<file path="src/rtl/ahdPkg.sv">
package ahdPkg;

  // Strobes passed from the control to the datapath
  typedef struct packed {
    logic loadAddr;   // address register follows its input this cycle
    logic outEnable;  // upper decode stage is gated open
  } ahdStrobes_t;

endpackage

</file>
<file path="src/rtl/ahdCtrl.sv">
module ahdCtrl
  import ahdPkg::*;
(
  input  logic        holdAddr,
  input  logic        enLowN,
  input  logic        enHigh,
  output ahdStrobes_t strobes
);

  always_comb begin
    strobes.loadAddr  = !holdAddr;
    strobes.outEnable = !enLowN && enHigh;
  end

endmodule

</file>
<file path="src/rtl/ahdStage.sv">
module ahdStage #(
  parameter int SEL_W = 3
) (
  input  logic                    clk,
  input  logic                    rst,
  input  logic                    loadAddr,
  input  logic                    stageEn,
  input  logic [SEL_W-1:0]        addrIn,
  output logic [(1<<SEL_W)-1:0]   yOut
);

  localparam int FAN = 1 << SEL_W;

  logic [SEL_W-1:0] addrQ;
  logic [SEL_W-1:0] effAddr;

  always_ff @(posedge clk) begin
    if (rst)           addrQ <= '0;
    else if (loadAddr) addrQ <= addrIn;
  end

  // Transparent while loading, stored value otherwise
  assign effAddr = loadAddr ? addrIn : addrQ;

  always_comb begin
    yOut = '0;
    if (stageEn) yOut[effAddr] = 1'b1;
  end

  AST_STAGE_HOLD: assert property (@(posedge clk) disable iff (rst)
    (!loadAddr && $past(!loadAddr) && stageEn && $past(stageEn) && !$past(rst))
      |-> $stable(yOut));

endmodule

</file>
<file path="src/rtl/ahdDatapath.sv">
module ahdDatapath
  import ahdPkg::*;
#(
  parameter int SEL_W = 3
) (
  input  logic                          clk,
  input  logic                          rst,
  input  ahdStrobes_t                   strobes,
  input  logic [2*SEL_W-1:0]            addrIn,
  output logic [(1<<(2*SEL_W))-1:0]     yOut
);

  localparam int FAN    = 1 << SEL_W;
  localparam int ADDR_W = 2 * SEL_W;

  logic [FAN-1:0] groupEn;

  // Upper tier: selects one group of outputs
  ahdStage #(.SEL_W(SEL_W)) u_upper (
    .clk      (clk),
    .rst      (rst),
    .loadAddr (strobes.loadAddr),
    .stageEn  (strobes.outEnable),
    .addrIn   (addrIn[ADDR_W-1 -: SEL_W]),
    .yOut     (groupEn)
  );

  // Lower tier: one stage per group, all sharing the hold control
  for (genvar g = 0; g < FAN; g++) begin : g_lower
    ahdStage #(.SEL_W(SEL_W)) u_lower (
      .clk      (clk),
      .rst      (rst),
      .loadAddr (strobes.loadAddr),
      .stageEn  (groupEn[g]),
      .addrIn   (addrIn[SEL_W-1:0]),
      .yOut     (yOut[g*FAN +: FAN])
    );
  end

  AST_TREE_ONEHOT: assert property (@(posedge clk) disable iff (rst)
    $onehot0(yOut));

  AST_OPEN_EXACTLY_ONE: assert property (@(posedge clk) disable iff (rst)
    strobes.outEnable |-> ($countones(yOut) == 1));

endmodule

</file>
<file path="src/rtl/latchedOneHotDecoder.sv">
module latchedOneHotDecoder
  import ahdPkg::*;
#(
  parameter int SEL_W  = 3,
  localparam int ADDR_W = 2 * SEL_W,
  localparam int OUT_N  = 1 << ADDR_W
) (
  input  logic              clk,
  input  logic              rst,
  input  logic [ADDR_W-1:0] addrIn,
  input  logic              holdAddr,
  input  logic              enLowN,
  input  logic              enHigh,
  output logic [OUT_N-1:0]  yOut
);

  ahdStrobes_t strobes;

  ahdCtrl u_ctrl (
    .holdAddr (holdAddr),
    .enLowN   (enLowN),
    .enHigh   (enHigh),
    .strobes  (strobes)
  );

  ahdDatapath #(.SEL_W(SEL_W)) u_dp (
    .clk     (clk),
    .rst     (rst),
    .strobes (strobes),
    .addrIn  (addrIn),
    .yOut    (yOut)
  );

  AST_GATE_CLOSED_LOW: assert property (@(posedge clk) disable iff (rst)
    (enLowN || !enHigh) |-> (yOut == '0));

  AST_LIVE_INDEX: assert property (@(posedge clk) disable iff (rst)
    (!holdAddr && !enLowN && enHigh) |-> (yOut == (OUT_N'(1) << addrIn)));

  AST_HOLD_STEADY: assert property (@(posedge clk) disable iff (rst)
    (holdAddr && $past(holdAddr) && !$past(rst) && $stable(enLowN) && $stable(enHigh))
      |-> $stable(yOut));

endmodule

</file>
<file path="config.mk">
export PLATFORM = sky130hd
export DESIGN_NAME = latchedOneHotDecoder
export DESIGN_NICKNAME = d
export VERILOG_FILES = /design/src/rtl/ahdPkg.sv /design/src/rtl/ahdCtrl.sv /design/src/rtl/ahdStage.sv /design/src/rtl/ahdDatapath.sv /design/src/rtl/latchedOneHotDecoder.sv
export SDC_FILE = /design/constraint.sdc
export NUM_CORES = 1
export LEC_CHECK = 0
export ABC_AREA = 0
export BUFFER_PORTS_ARGS = -buffer_cell sky130_fd_sc_hd__buf_2
export CAP_MARGIN = 0
export CORE_ASPECT_RATIO = 0.9
export CORE_UTILIZATION = 30
export DETAILED_ROUTE_END_ITERATION = 6
export MAX_ROUTING_LAYER = met4
export PLACE_DENSITY = 0.59
export SYNTH_ARGS = -nofsm -noshare
export SYNTH_HDL_FRONTEND = slang
export SYNTH_SLANG_ARGS = --single-unit
</file>
<file path="constraint.sdc">
create_clock -name clk -period 1.54 [get_ports clk]
set_input_delay 0.231 -clock clk [delete_from_list [all_inputs] [get_ports clk]]
set_output_delay 0.231 -clock clk [all_outputs]
set_load 0.005 [all_outputs]
</file>
==> flow_metrics.tcl <==
set metrics [dict create \
    pwr_density_cell_nw_per_um2 523 \
    port_buffers 74 \
    grt_max_degree 28 \
    vdd_drop_max_mv 0.410 \
    drt_iter0_drc 148 \
    min_period_over_period 1.18 \
    gp_congestion 0.837 \
    n_fill_cell 590 \
    cts-root-buf "clkbuf_8" \
    fin_setup_tns_ns -12.16 \
    layout_common_cells "buf_2 (73), buf_4 (37), a211oi_2 (29)" \
    ys_warn_count 0 \
    cts.clk_slew.worst_paths_ns 0.10 \
    area_delta_synth_final_pct 72.5 \
    cts_inserted_buffers 3 \
    postSynthAreaPerCell_um2 7.77 \
    finalHoldViolations 0 \
    fin_skew_ns 0 \
    layout-drive-gt1-share 0.648 \
    synth-xor-area-share 0 \
    final_common_cell "buf_2" \
    rows 27 \
    synth_simple_gate_area_frac 0.353 \
    maxSlewViolCount 0 \
    synth_compound_area_frac 0.246 \
    hpwlAfterDp_um 4540 \
    initial_core_util 0.317 \
    syn_inst 255 \
    worst_slack_ns -0.282 \
    rsz0062_at_grt "true" \
    yosysSeqAreaShare 0.273 \
    htree_levels 1 \
    failed_checks "setup timing" \
    ys_types 35 \
    die_height_um 79.1 \
    grt_pass1_wl_um 11100 \
    synthMuxAreaShare 0.0613 \
    reg2reg_slack_ns 0.59 \
    maxCapViolCount 0 \
    max_freq_mhz 549 \
    end_kind "primary output" \
    drc 0 \
    synth_top_family_by_area "simple AND/OR/NAND/NOR gates" \
    nNetsFinal 381 \
    setup_viol_count_final 64 \
    synth_nets 266 \
    dr_total_vias 2388 \
    cp_max_fo 6 \
    synth_fa_ha_area_frac 0 \
    first_global_vias 2254 \
    clock_sinks 27 \
    cp-start-kind "flop" \
    routed_wl_um 6990 \
    grt_usage 0.208 \
    worstSkewPairLatency_ns 0.28 \
    first_pass_iters 4 \
    cts_hold_repair.buffers 0 \
    die_x_um 87.7 \
    critPathArrivalTime_ns 1.59 \
    vias_per_cell 5.24 \
    power.total_mw 1.79 \
    num_antenna_cells 0 \
    crit_required_ns 1.31 \
    tightest_slew_ns 0.519 \
    gr-total-overflow 0 \
    min_period_ns 1.82 \
    worst_slew_margin_rel 0.654 \
    dpl_worst_slack_ns -0.257 \
    ys_ff_latch 27 \
    die_area_um2 6930 \
    status "finished, violations left" \
    routedWlPerCell_um 15.3 \
    ctsLongestPathBuffers 2 \
    pin_count 75 \
    cts_tree "yes" \
    holdCritPathClass "in2reg" \
    path_class "reg2out" \
    p_leak_nw 1.34 \
    netlist_area_um2 1980 \
    ant_nets 0 \
    antenna_found_initial 0 \
    core-area_um2 6250 \
]
## report_power, final
part           internal, mW  total, mW  switching [mW]
logic                 0.268      0.595           0.328
clock network         0.182      0.416           0.234
registers             0.738      0.774          0.0352
## metrics by stage
step / std cells / hold slack (ns) / area (um2) / util
6_report: 456 / 0.307 / 3420 / 0.547
5_1_grt: 456 / 0.350 / 3420 / 0.547
4_1_cts: 454 / 0.276 / 3210 / 0.514
3_5_place_dp: 439 / 0.500 / 2690 / 0.430
3_3_place_gp: 439 / 0.487 / 2690 / 0.430
2_1_floorplan: 255 / 0.375 / 1980 / -
## metal layers
layer	vias to the layer above	GRT usage	part of all wire
li1	1171	-	-
met1	1155	0.276	0.47
met2	58	0.349	0.49
met3	4	0.0249	0.038
met4	0	0.0262	0.0053
met5	-	-	0
## logic make-up after synthesis
| family | Yosys count |
|---|---|
| and+or+nand+nor | 126 |
| AOI/OAI and AO/OA | 68 |
| DFF | 27 |
| buffers and inverters | 22 |
| muxes | 12 |
## synth_stat cells
cell / count / area, um2
nand3b_1: 6 / 45.0
buf_6: 2 / 22.5
o21ai_0: 1 / 5.00
nor2b_1: 1 / 6.26
o22a_1: 1 / 8.76
and3_1: 1 / 6.26
nand3_1: 14 / 70.1
buf_8: 1 / 15.0
o22ai_1: 8 / 50.1
or2_2: 11 / 68.8
a211oi_1: 28 / 210
buf_1: 1 / 3.75
o21bai_1: 1 / 7.51
nor2_1: 39 / 146
clkbuf_1: 3 / 11.3
mux2i_1: 11 / 110
a31oi_2: 1 / 12.5
nor3b_1: 9 / 67.6
nor3_1: 9 / 45.0
nand2b_1: 3 / 18.8
dfxtp_1: 27 / 541
a211oi_2: 6 / 75.1
nor3_2: 2 / 20.0
buf_4: 2 / 15.0
a21oi_1: 19 / 95.1
o211ai_1: 3 / 22.5
clkbuf_2: 2 / 10.0
nor3b_2: 1 / 12.5
or3b_1: 1 / 8.76
nand2_1: 17 / 63.8
and3b_1: 9 / 78.8
buf_2: 11 / 55.1
mux2_2: 1 / 11.3
nor3b_4: 1 / 18.8
or3b_4: 2 / 22.5
## sequential cells by signal, indices dropped and copies added (netlist names)
name / count
u_dp.g_lower.u_lower.addrQ: 24
u_dp.u_upper.addrQ: 3
## timing repair
item,in CTS,in global routing
pin swaps,39,20
endpoints found under the setup margin,64,64
resized for setup,89,43
gates cloned,1,0
buffers inserted,10,2
## final timing paths
path	start	to	depth (start not counted)
min reg2reg	u_dp.g_lower[3].u_lower.addrQ[1]	u_dp.g_lower[3].u_lower.addrQ[1]	2
max reg2reg	u_dp.g_lower[3].u_lower.addrQ[0]	u_dp.g_lower[3].u_lower.addrQ[0]	3
min	addrIn[4]	u_dp.u_upper.addrQ[1]	3
max	u_dp.u_upper.addrQ[0]	yOut[7]	6
## layout make-up
cell class	instances	area [um2]	area share
clock inverters	1	5.00	0.00147
repair buffers	132	921	0.270
clock buffers	3	41.3	0.0121
multi-input cells	206	1790	0.525
well taps	87	109	0.0319
flip-flops and latches	27	548	0.160
## worst max-delay path, cell delays in order, from the launching register on
cell and delay [ns]:
dfxtp_2 0.35, mux2i_4 0.17, buf_6 0.17, buf_6 0.11
nand3b_1 0.14, a211oi_2 0.22, buf_2 0.15
Power figures use the tool's default switching activity.
